--- config.mk ---
export PLATFORM = sky130hd
export DESIGN_NAME = capture_timer_ch
export DESIGN_NICKNAME = d
export VERILOG_FILES = /design/src/rtl/cap_tmr_pkg.sv /design/src/rtl/cap_edge_det.sv /design/src/rtl/cap_counter.sv /design/src/rtl/cap_regs.sv /design/src/rtl/capture_timer_ch.sv
export SDC_FILE = /design/constraint.sdc
export NUM_CORES = 1
export LEC_CHECK = 0
export CAP_MARGIN = 25
export CORE_MARGIN = 1.5
export CORE_UTILIZATION = 51
export CTS_BUF_LIST = sky130_fd_sc_hd__clkbuf_16
export CTS_CLUSTER_SIZE = 10
export DETAILED_ROUTE_END_ITERATION = 16
export GPL_ROUTABILITY_DRIVEN = 1
export GPL_TIMING_DRIVEN = 0
export PLACE_DENSITY = 0.84
export RECOVER_POWER = 50
export SLEW_MARGIN = 5
export SYNTH_ARGS = -nofsm -noshare
export SYNTH_HDL_FRONTEND = slang
export SYNTH_SLANG_ARGS = --single-unit
--- constraint.sdc ---
create_clock -name clk -period 3 [get_ports clk]
set_clock_uncertainty 0.05 [all_clocks]
set_input_delay 0.9 -clock clk [delete_from_list [all_inputs] [get_ports clk]]
set_output_delay 0.9 -clock clk [all_outputs]
set_load 0.05 [all_outputs]
--- src/rtl/cap_tmr_pkg.sv ---
// Package: shared codes and helpers for the capture timer channel.
// Assumes edge selection is a 2-bit field where bit 1 means "both edges".
package cap_tmr_pkg;
    localparam int CNT_W = 16;
    localparam int SEL_W = 2;

    localparam logic [SEL_W-1:0] SEL_RISE = 2'b00;
    localparam logic [SEL_W-1:0] SEL_FALL = 2'b01;

    // Decide whether an observed transition is one the selection asks for.
    function automatic logic edge_hit(input logic [SEL_W-1:0] sel,
                                      input logic rose, input logic fell);
        if (sel[1])              edge_hit = rose | fell;
        else if (sel == SEL_FALL) edge_hit = fell;
        else                     edge_hit = rose;
    endfunction
endpackage

--- src/rtl/cap_edge_det.sv ---
// Synchronizes one asynchronous capture pin and flags the selected edges.
// Assumes the pin is held low during reset; the output is a one-clock pulse
// registered-free (combinational from the last two synchronized samples).
module cap_edge_det
    import cap_tmr_pkg::*;
#(
    parameter int SYNC_STAGES = 2
) (
    input  logic             clk,
    input  logic             rst_n,
    input  logic             pin,
    input  logic [SEL_W-1:0] sel,
    output logic             event_o
);
    logic [SYNC_STAGES-1:0] chain;
    logic                   prev;

    // Metastability chain: stage 0 samples the pin, later stages refine it.
    genvar gi;
    generate
        for (gi = 0; gi < SYNC_STAGES; gi++) begin : g_sync
            always_ff @(posedge clk) begin
                if (!rst_n)      chain[gi] <= 1'b0;
                else if (gi == 0) chain[gi] <= pin;
                else             chain[gi] <= chain[(gi == 0) ? 0 : gi-1];
            end
        end
    endgenerate

    // History flop holding the previous synchronized sample.
    always_ff @(posedge clk) begin
        if (!rst_n) prev <= 1'b0;
        else        prev <= chain[SYNC_STAGES-1];
    end

    // Compare current and previous sample against the selected edge kind.
    always_comb begin
        event_o = edge_hit(sel, chain[SYNC_STAGES-1] & ~prev,
                                ~chain[SYNC_STAGES-1] & prev);
    end
endmodule

--- src/rtl/cap_counter.sv ---
// Free-running up-counter with synchronous clear and sticky wrap flag.
// Assumes clear outranks the tick; the wrap flag's clear loses to a new wrap.
module cap_counter
    import cap_tmr_pkg::*;
#(
    parameter int W = CNT_W
) (
    input  logic         clk,
    input  logic         rst_n,
    input  logic         tick,
    input  logic         clr,
    input  logic         ovf_clr,
    output logic [W-1:0] cnt,
    output logic         ovf
);
    localparam logic [W-1:0] CNT_MAX = {W{1'b1}};
    localparam logic [W-1:0] CNT_ONE = {{(W-1){1'b0}}, 1'b1};

    logic wrap;

    // A wrap is a tick taken at full scale that the clear did not preempt.
    always_comb wrap = tick && !clr && (cnt == CNT_MAX);

    // Count register: clear first, then tick, otherwise hold.
    always_ff @(posedge clk) begin
        if (!rst_n)    cnt <= '0;
        else if (clr)  cnt <= '0;
        else if (tick) cnt <= cnt + CNT_ONE;
    end

    // Sticky overflow flag with write-one-to-clear.
    always_ff @(posedge clk) begin
        if (!rst_n)       ovf <= 1'b0;
        else if (wrap)    ovf <= 1'b1;
        else if (ovf_clr) ovf <= 1'b0;
    end

    assert_count_step_R2: assert property (@(posedge clk) disable iff (!rst_n)
        (tick && !clr && cnt != CNT_MAX) |=> (cnt == $past(cnt) + CNT_ONE));
    assert_count_hold_R2: assert property (@(posedge clk) disable iff (!rst_n)
        (!tick && !clr) |=> $stable(cnt));
    assert_clear_wins_R5: assert property (@(posedge clk) disable iff (!rst_n)
        clr |=> (cnt == '0));
    assert_wrap_flag_R3: assert property (@(posedge clk) disable iff (!rst_n)
        (tick && !clr && cnt == CNT_MAX) |=> (cnt == '0 && ovf));
endmodule

--- src/rtl/cap_regs.sv ---
// Primary capture register, its one-deep buffer, and the two capture flags.
// Assumes capture events are single-clock pulses; set outranks flag clear.
module cap_regs
    import cap_tmr_pkg::*;
#(
    parameter int W = CNT_W
) (
    input  logic         clk,
    input  logic         rst_n,
    input  logic         cap_a,
    input  logic         cap_b,
    input  logic [W-1:0] cnt_in,
    input  logic         clr_a,
    input  logic         clr_b,
    output logic [W-1:0] reg_a,
    output logic [W-1:0] reg_c,
    output logic         flag_a,
    output logic         flag_b
);
    // Capture shift: counter into primary, old primary into buffer.
    always_ff @(posedge clk) begin
        if (!rst_n) begin
            reg_a <= '0;
            reg_c <= '0;
        end else if (cap_a) begin
            reg_a <= cnt_in;
            reg_c <= reg_a;
        end
    end

    // Sticky pin A flag, set wins over clear.
    always_ff @(posedge clk) begin
        if (!rst_n)     flag_a <= 1'b0;
        else if (cap_a) flag_a <= 1'b1;
        else if (clr_a) flag_a <= 1'b0;
    end

    // Sticky pin B flag, set wins over clear.
    always_ff @(posedge clk) begin
        if (!rst_n)     flag_b <= 1'b0;
        else if (cap_b) flag_b <= 1'b1;
        else if (clr_b) flag_b <= 1'b0;
    end

    assert_buffer_shift_R4: assert property (@(posedge clk) disable iff (!rst_n)
        cap_a |=> (reg_a == $past(cnt_in) && reg_c == $past(reg_a)));
    assert_regs_hold_R10: assert property (@(posedge clk) disable iff (!rst_n)
        !cap_a |=> ($stable(reg_a) && $stable(reg_c)));
    assert_flag_a_set_R9: assert property (@(posedge clk) disable iff (!rst_n)
        cap_a |=> flag_a);
    assert_flag_b_set_R9: assert property (@(posedge clk) disable iff (!rst_n)
        cap_b |=> flag_b);
endmodule

--- src/rtl/capture_timer_ch.sv ---
// Top of one buffered input-capture timer channel.
// Wires two pin edge detectors, the counter and the capture register bank.
// Assumes pins are asynchronous and the tick is already in this clock domain.
module capture_timer_ch
    import cap_tmr_pkg::*;
(
    input  logic              clk,
    input  logic              rst_n,
    input  logic              cnt_tick,
    input  logic              cap_a_in,
    input  logic              cap_b_in,
    input  logic [1:0]        edge_sel_a,
    input  logic [1:0]        edge_sel_b,
    input  logic              flag_a_clr,
    input  logic              flag_b_clr,
    input  logic              ovf_clr,
    output logic [15:0]       count,
    output logic [15:0]       reg_a,
    output logic [15:0]       reg_c,
    output logic              flag_a,
    output logic              flag_b,
    output logic              ovf_flag
);
    localparam int NPIN = 2;

    logic [NPIN-1:0]       pins;
    logic [NPIN-1:0][1:0]  sels;
    logic [NPIN-1:0]       hits;

    always_comb begin
        pins = {cap_b_in, cap_a_in};
        sels = {edge_sel_b, edge_sel_a};
    end

    // One synchronizer and edge detector per capture pin.
    genvar gp;
    generate
        for (gp = 0; gp < NPIN; gp++) begin : g_pin
            cap_edge_det #(.SYNC_STAGES(2)) u_edge (
                .clk     (clk),
                .rst_n   (rst_n),
                .pin     (pins[gp]),
                .sel     (sels[gp]),
                .event_o (hits[gp])
            );
        end
    endgenerate

    cap_counter #(.W(CNT_W)) u_cnt (
        .clk     (clk),
        .rst_n   (rst_n),
        .tick    (cnt_tick),
        .clr     (hits[1]),
        .ovf_clr (ovf_clr),
        .cnt     (count),
        .ovf     (ovf_flag)
    );

    cap_regs #(.W(CNT_W)) u_regs (
        .clk    (clk),
        .rst_n  (rst_n),
        .cap_a  (hits[0]),
        .cap_b  (hits[1]),
        .cnt_in (count),
        .clr_a  (flag_a_clr),
        .clr_b  (flag_b_clr),
        .reg_a  (reg_a),
        .reg_c  (reg_c),
        .flag_a (flag_a),
        .flag_b (flag_b)
    );

    assert_joint_capture_R6: assert property (@(posedge clk) disable iff (!rst_n)
        (hits[0] && hits[1]) |=> (reg_a == $past(count) && count == 16'd0));
endmodule

==> results.toml, run 1 <==
[outcome]
status = "finished, final reports clean"

[timing]
maxSlewHeadroom_pct = 64.3
setup_viol = 0
fin_ws_ns = 0.339
hold_viol = 0
tns_ns = 0
tightest_slew_ns = 0.534
rsz0062_at_grt = "false"
hold_ws_ns = 0.381
slew_viol_final = 0
fmax_mhz = 376
period_share_pct = 88.7
min_period_ns = 2.66

[critical_path]
cp_cell_sequence = "clkdlybuf4s50_1"
crit_fanout = 8
worstSetupStartpointType = "register"
crit_path_top_delay_cell = "clkdlybuf4s50_1"
critPathLaunch = "u_cnt.cnt[3]"
cp.arrival_ns = 1.71
path_buf_inv = 1
timing.rr.end = "u_regs.reg_a[3]"
critPathKind = "reg -> out"
cp_num_cells = 1
worstRegToRegCells = 7
cp.required_ns = 2.05
r2r_slack_ns = 1.13
critPathCaptureType = "output pin"
cp_top_family = "buffers and inverters"
slowest_delay_ns = 0.87
r2r_start = "g_pin[0].u_edge.chain[1]"

[synth]
yosysWarnings = 0
synth_seq_area_share_pct = 50.5
synth-seq-cells = 57
synth_top_area_share_pct = 50.5
synth_area_leaders = "dfxtp_1 50%, nand2_1 11%, a21boi_0 11%, xor2_1 3.5%, ha_1 2.8%"
yosys.area.top_type = "dfxtp_1"
synth-edff-count = 0
yosysMostFrequentCell = "nand2_1"
synthCells = 251
avgSynthCellArea_um2 = 9.01
ys.flop_type = "dfxtp_1"
syn_area_um2 = 2260
synthesis.nets = 268
synth_commonest_cells = "69 x nand2_1, 57 x dfxtp_1, 34 x a21boi_0, 15 x nor2_1, 9 x xor2_1"
synth_cell_types = 29
synthArstFlopShare_pct = 0

[die]
rows = 24
die_h_um = 69.6
die_w_um = 69.6
io_pins = 63
fp.coreArea_um2 = 4320
die_area_um2 = 4840
initial_core_util_pct = 52.3

[clock_network]
cts-root-buf = "clkbuf_16"
worstSkewPairLatency_ns = 0.31
clock_sinks = 57
path_clk_slew_ns = 0.05
cts-buffers-inserted = 9
postCtsSetupRepairBufs = 0
cts_hold_buf = 0
ctsResizeCount = 0
htree_levels = 3
clk_path_buf_depth = 2
cts_tree = "built"

[final_layout]
postLayoutCoreUtil_pct = 73.7
synthToLayoutAreaGrowth_pct = 40.9
diodes = 0
drive_above_1_share_pct = 6.12
nets = 341

[global_routing]
grt_usage_pct = 22.8
grt_max_degree = 11
grt_pass1_vias = 1878
grt_pass1_wl_um = 8600
overflow = 0
antenna_found_initial = 0

[place]
finalWeightedCongestion = 0.819
hpwl_um = 3600
portBuffers = 62
place_ws_ns = 0.342

[detailed_routing]
drt-pass1-iter-count = 6
routed_wl_um = 5320
routed_via_density = 5.31
post_drt_wl_per_cell_um = 14.0
drc_errors = 0
num_vias = 2014
final_antenna_net_count = 0
first_iter_violations = 103

[hold_path]
hp-class = "reg -> reg"
hold_end = "g_pin[1].u_edge.chain[1]"
min_from = "g_pin[1].u_edge.chain[0]"
whs_path_depth = 1

[pwr]
swShare_pct = 21.2
power.leakage_nw = 1.15
p_switching_mw = 0.360
p_comb_share_pct = 5.5
clkPwrFrac_pct = 48.8
p_int_mw = 1.33
ir_worst_vdd_mv = 0.348
power_density_nw_per_um2 = 532
pwr-share-seq_pct = 45.7

[job]
cap_violations = 0
==> worst register-to-register path, stage by stage (launching register included) <==
cell	delay, ns
dfxtp_1	0.34
inv_1	0.05
ha_1	0.17
mux2i_1	0.18
mux2_1	0.27
clkbuf_1	0.41
nand2_1	0.12
a21boi_0	0.20
==> how the worst max path moves through the flow <==
stage,to
CTS,count[3]
finish,count[3]
global route,count[3]
detailed placement,u_cnt.cnt[11]
global placement,u_cnt.cnt[14]
floorplan,u_cnt.cnt[7]
==> through the flow <==
step | cells | cell area [µm²] | total power, mW
floorplan | 251 | 2260 | 0.842
global placement | 365 | 2950 | 0.880
detailed placement | 365 | 2950 | 0.882
CTS | 379 | 3190 | 1.71
global route | 379 | 3190 | 1.75
finish | 379 | 3190 | 1.69
==> cells by family (layout without fill, tap and decap cells) <==
kind of cell / Yosys count / in the layout / synth area share [%]
AO/OA/AOI/OAI: 38 / 38 / 12.3
XOR/XNOR: 14 / 14 / 5.42
adder cells (fa/ha/maj): 5 / 5 / 2.77
buffers and inverters: 17 / 93 / 3.43
flip-flops: 57 / 57 / 50.5
multiplexers: 5 / 5 / 2.32
AND/OR/NAND/NOR: 115 / 115 / 23.3
==> area by class of cell <==
cell class / instances / area [µm²]
Tap cell: 52 / 65.1
Inverter: 4 / 15.0
Multi-Input combinational cell: 177 / 1040
Fill cell: 324 / 1140
Sequential cell: 57 / 1140
Clock buffer: 9 / 225
Buffer: 13 / 57.6
Timing Repair Buffer: 62 / 621
Clock inverter: 5 / 18.8
==> state kept, by name (all words and copies together), names as in the netlist <==
| name | flops |
|---|---|
| u_regs.flag_b | 1 |
| u_regs.flag_a | 1 |
| g_pin.u_edge.chain | 4 |
| u_cnt.cnt | 16 |
| u_regs.reg_a | 16 |
| u_cnt.ovf | 1 |
| g_pin.u_edge.prev | 2 |
| u_regs.reg_c | 16 |
==> cell usage in the layout (no fill, tap or decap) <==
cell type        count
xor2_1               9
buf_2                3
nand3b_1             1
clkbuf_1             8
and4_4               2
nand2_1             69
nor4_1               1
clkbuf_16            9
dlygate4sd3_1       11
mux2_2               1
ha_1                 5
and2_0               2
nand3_2              2
inv_1                7
clkinv_1             2
nand2b_1             2
and2_1               4
xnor2_1              5
a21oi_1              1
nand3_1              4
mux2_1               1
o21ai_0              2
dfxtp_1             57
buf_4                1
nand4_1              6
nor2_1              15
clkbuf_2             1
and3_1               3
a21boi_0            34
clkdlybuf4s50_1     51
and3_2               1
or3_1                2
mux2i_1              3
o31ai_1              1
and4_1               1
==> power by group through the flow <==
stage,registers [mW],clock network (mW),logic (mW)
final,0.773,0.826,0.0934
after global routing,0.773,0.877,0.101
after CTS,0.773,0.838,0.0958
after detailed placement,0.787,0,0.0949
after global placement,0.787,0,0.0927
after floorplan,0.799,0,0.0426
==> per-layer routing <==
layer	track usage, %	part of all wire (%)	vias to the layer above
met4	8.71	2.1	0
met3	7.70	5.2	10
met1	27.1	43	966
li1	-	-	977
met5	0	0	-
met2	37.9	50	61
(Power assumes the default switching activity.)
==> run 2, diff against run 1 <==
--- a/config.mk
+++ b/config.mk
@@ -6,13 +6,12 @@
 export NUM_CORES = 1
 export LEC_CHECK = 0
 export CAP_MARGIN = 25
-export CORE_MARGIN = 1.5
+export CORE_MARGIN = 10
 export CORE_UTILIZATION = 51
 export CTS_BUF_LIST = sky130_fd_sc_hd__clkbuf_16
 export CTS_CLUSTER_SIZE = 10
 export DETAILED_ROUTE_END_ITERATION = 16
 export GPL_ROUTABILITY_DRIVEN = 1
-export GPL_TIMING_DRIVEN = 0
 export PLACE_DENSITY = 0.84
 export RECOVER_POWER = 50
 export SLEW_MARGIN = 5
==> results.toml, run 2 (synthesis results as in run 1) <==
[outcome]
status = "finished, final reports clean"

[timing]
fin_ws_ns = 0.363
maxSlewHeadroom_pct = 7.92
tns_ns = 0
rsz0062_at_grt = "false"
fmax_mhz = 379
tightest_slew_ns = 1.38
period_share_pct = 87.9
slew_viol_final = 0
hold_viol = 0
hold_ws_ns = 0.388
min_period_ns = 2.64
setup_viol = 0

[critical_path]
cp.arrival_ns = 1.69
worstSetupStartpointType = "register"
slowest_delay_ns = 0.88
critPathKind = "reg -> out"
cp_num_cells = 1
cp.required_ns = 2.05
crit_path_top_delay_cell = "clkdlybuf4s50_1"
worstRegToRegCells = 7
crit_fanout = 8
path_buf_inv = 1
cp_cell_sequence = "clkdlybuf4s50_1"
cp_top_family = "buffers and inverters"
critPathCaptureType = "output pin"

[final_layout]
drive_above_1_share_pct = 5.96
synthToLayoutAreaGrowth_pct = 40.2
final_common_cell = "nand2_1"
final_area_um2 = 3170
postLayoutCoreUtil_pct = 73.3
nets = 332
final_cell_mix = "69 x nand2_1, 59 x clkdlybuf4s50_1, 57 x dfxtp_1, 34 x a21boi_0, 15 x nor2_1"
reg_top3 = "u_cnt.cnt x16, u_regs.reg_a x16, u_regs.reg_c x16"
diodes = 0

[detailed_routing]
post_drt_wl_per_cell_um = 14.7
drc_errors = 0
num_vias = 1884
final_antenna_net_count = 0
drt-pass1-iter-count = 4
routed_wl_um = 5450
routed_via_density = 5.08
first_iter_violations = 96

[global_routing]
grt_pass1_vias = 1855
grt_usage_pct = 15.2
busiest_layer = "met2"
grt.met2_usage_pct = 24.0
grt_max_degree = 42
overflow = 0
antenna_found_initial = 0
use_met1_pct = 17.2
use_met3_pct = 7.13
grt_pass1_wl_um = 9050

[hold_path]
whs_path_depth = 1
hp-class = "reg -> reg"

[pwr]
power.leakage_nw = 1.11
power_density_nw_per_um2 = 533
ir_worst_vdd_mv = 0.394

[place]
place_ws_ns = 0.439
detailed_place.area_um2 = 2930
hpwl_um = 3740
portBuffers = 62
finalWeightedCongestion = 0.869

[clock_network]
worstSkewPairLatency_ns = 0.31
cts_tree = "built"
cts-root-buf = "clkbuf_16"
clock_sinks = 57
clk_path_buf_depth = 2
htree_levels = 3
ctsResizeCount = 0
path_clk_slew_ns = 0.05
postCtsSetupRepairBufs = 0
cts_hold_buf = 0
cts-buffers-inserted = 9

[die]
initial_core_util_pct = 52.3
die_w_um = 86.6
die_area_um2 = 7500
fp.coreArea_um2 = 4320
rows = 24
die_h_um = 86.6
io_pins = 63

[job]
cap_violations = 0
-- run 2: cell count changes in the layout (fill, tap and decap cells not counted), moves of 2 or more --
| cell | previous run | this run |
|---|---|---|
| clkbuf_1 | 8 | 2 |
| and2_0 | 2 | 4 |
| inv_1 | 7 | 9 |
| dlygate4sd3_1 | 11 | 3 |
| clkdlybuf4s50_1 | 51 | 59 |
| buf_2 | 3 | 0 |
| and2_1 | 4 | 2 |
-- run 2: layer usage --
metal	share of wire [%]	vias to the layer above
met2	49	48
met3	7.3	6
met4	1.4	0
met1	42	878
met5	0	-
li1	-	952
-- run 2: worst paths after layout --
kind	slack (ns)	start	to
min	0.39	g_pin[1].u_edge.chain[0]	g_pin[1].u_edge.chain[1]
min reg2reg	0.39	g_pin[1].u_edge.chain[0]	g_pin[1].u_edge.chain[1]
max	0.36	u_cnt.cnt[3]	count[3]
max reg2reg	1.22	g_pin[1].u_edge.chain[1]	u_cnt.cnt[2]
-- run 2: power breakdown --
part / leakage, nW / internal [mW] / switching, mW / total [mW]
logic: 0.511 / 0.0393 / 0.0538 / 0.0931
registers: 0.461 / 0.767 / 0.00574 / 0.773
clock network: 0.139 / 0.531 / 0.294 / 0.825
total: 1.11 / 1.34 / 0.353 / 1.69
-- run 2: layout make-up --
class / instances / area, µm²
tap: 52 / 65.1
multi-input combinational: 177 / 1050
fill: 327 / 1150
sequential: 57 / 1140
clock inverter: 6 / 22.5
clock buffer: 9 / 225
timing repair buffer: 66 / 656
inverter: 4 / 15.0
-- run 2: through the flow --
step / instances / power, mW
finish: 371 / 1.69
global route: 371 / 1.75
CTS: 371 / 1.71
detailed placement: 356 / 0.882
global placement: 356 / 0.880
floorplan: 251 / 0.842
==> run 3, diff against run 2 <==
--- a/config.mk
+++ b/config.mk
@@ -5,6 +5,7 @@
 export SDC_FILE = /design/constraint.sdc
 export NUM_CORES = 1
 export LEC_CHECK = 0
+export ABC_CLOCK_PERIOD_IN_PS = 3200
 export CAP_MARGIN = 25
 export CORE_MARGIN = 10
 export CORE_UTILIZATION = 51
==> constraint.sdc (replaced) <==
create_clock -name clk -period 3.2 [get_ports clk]
set_clock_uncertainty 0.05 [all_clocks]
set_input_delay 0.96 -clock clk [delete_from_list [all_inputs] [get_ports clk]]
set_output_delay 0.96 -clock clk [all_outputs]
set_load 0.05 [all_outputs]
==> results.toml, run 3 (synthesis results as in run 1) <==
[die]
io_pins = 63
die_w_um = 86.6
rows = 24
initial_core_util_pct = 52.3
die_h_um = 86.6
die_area_um2 = 7500
fp.coreArea_um2 = 4320

[final_layout]
nets = 331
fillers = 356
final_common_cell = "nand2_1"
synthToLayoutAreaGrowth_pct = 39.2
final_cell_mix = "69 x nand2_1, 57 x dfxtp_1, 41 x clkdlybuf4s50_1, 34 x a21boi_0, 21 x dlygate4sd3_1"
drive_above_1_share_pct = 5.36
diodes = 0
postLayoutCoreUtil_pct = 72.8
seq_area_um2 = 1140
multi_input_area_um2 = 1040
reg_top3 = "u_cnt.cnt x16, u_regs.reg_a x16, u_regs.reg_c x16"

[global_routing]
grt_pass1_vias = 1829
grt_pass1_wl_um = 9200
grt_max_degree = 43
overflow = 0
grt_usage_pct = 15.2
antenna_found_initial = 0

[place]
hpwl_um = 3830
finalWeightedCongestion = 0.793
portBuffers = 62

[clock_network]
path_clk_slew_ns = 0.05
cts_tree = "built"
clock_sinks = 57
ctsResizeCount = 0
postCtsSetupRepairBufs = 0
cts-buffers-inserted = 9
htree_levels = 3
cts_hold_buf = 0
worstSkewPairLatency_ns = 0.32
clk_path_buf_depth = 2
cts-root-buf = "clkbuf_16"

[timing]
hold_viol = 0
tightest_slew_ns = 0.978
maxSlewHeadroom_pct = 34.8
period_share_pct = 85.6
rsz0062_at_grt = "false"
tns_ns = 0
slew_viol_final = 0
min_period_ns = 2.74
fmax_mhz = 365
setup_viol = 0

[detailed_routing]
final_antenna_net_count = 0
drt-pass1-iter-count = 4
post_drt_wl_per_cell_um = 15.2
wl_met1_um = 2370
drc_errors = 0
first_iter_violations = 159
routed-wl-met3_um = 380
routed_wl_um = 5610
num_vias = 1903
met2WireLength_um = 2750
top_layer = "met4"
routed_via_density = 5.16

[hold_path]
hp-class = "reg -> reg"

[pwr]
ir_worst_vdd_mv = 0.371
power_mw = 1.59
power_density_nw_per_um2 = 506
power.leakage_nw = 1.16

[job]
cap_violations = 0

[outcome]
status = "finished, final reports clean"

[critical_path]
cp.required_ns = 3.38
cp.arrival_ns = 2.92
critPathCaptureType = "register"
worstSetupStartpointType = "input pin"
critPathKind = "in -> reg"
crit_fanout = 33
run 3: changes by cell type in the layout (fill, tap and decap cells not counted), moves of 2 or more:
cell and delta:
and2_1 +3, inv_1 -2, and2_0 -3, dlygate4sd3_1 +18, clkdlybuf4s50_1 -18
run 3: worst max-delay path, cell delays in order:
cell and delay, ns:
clkdlybuf4s50_1 0.47, mux2i_1 0.27, mux2_1 0.83, nand2_1 0.15, a21boi_0 0.23
run 3: cell type report:
cell class	count	area share [%]
inverters	4	0.477
flip-flops and latches	57	36.2
clock buffers	9	7.15
repair buffers	65	20.3
well taps	52	2.07
multi-input cells	177	33.1
clock inverters	5	0.596
run 3: power breakdown:
part | switching, mW | total (mW) | internal, mW
clock network | 0.286 | 0.784 | 0.497
registers | 0.00612 | 0.725 | 0.719
logic | 0.0502 | 0.0831 | 0.0329
run 3: routing by layer:
metal | track usage, % | vias up
met2 | 24.4 | 50
li1 | - | 955
met3 | 5.25 | 9
met5 | 0 | -
met1 | 17.6 | 889
met4 | 7.95 | 0
run 3: path summary, 6_finish.rpt:
check	startpoint	to	slack (ns)	depth (start not counted)
min	g_pin[1].u_edge.chain[0]	g_pin[1].u_edge.chain[1]	0.39	1
max reg2reg	g_pin[0].u_edge.chain[1]	u_regs.reg_a[2]	1.04	6
min reg2reg	g_pin[1].u_edge.chain[0]	g_pin[1].u_edge.chain[1]	0.39	1
max	edge_sel_a[0]	u_regs.reg_a[2]	0.46	5
run 3: stage by stage:
step	hold WS, ns	instances	setup slack, ns	cell area [µm²]
2_1_floorplan	0.362	251	1.21	2260
3_3_place_gp	0.364	355	0.526	2910
3_5_place_dp	0.370	355	0.432	2910
4_1_cts	0.394	369	0.480	3150
5_1_grt	0.409	369	0.261	3150
6_report	0.393	369	0.459	3150
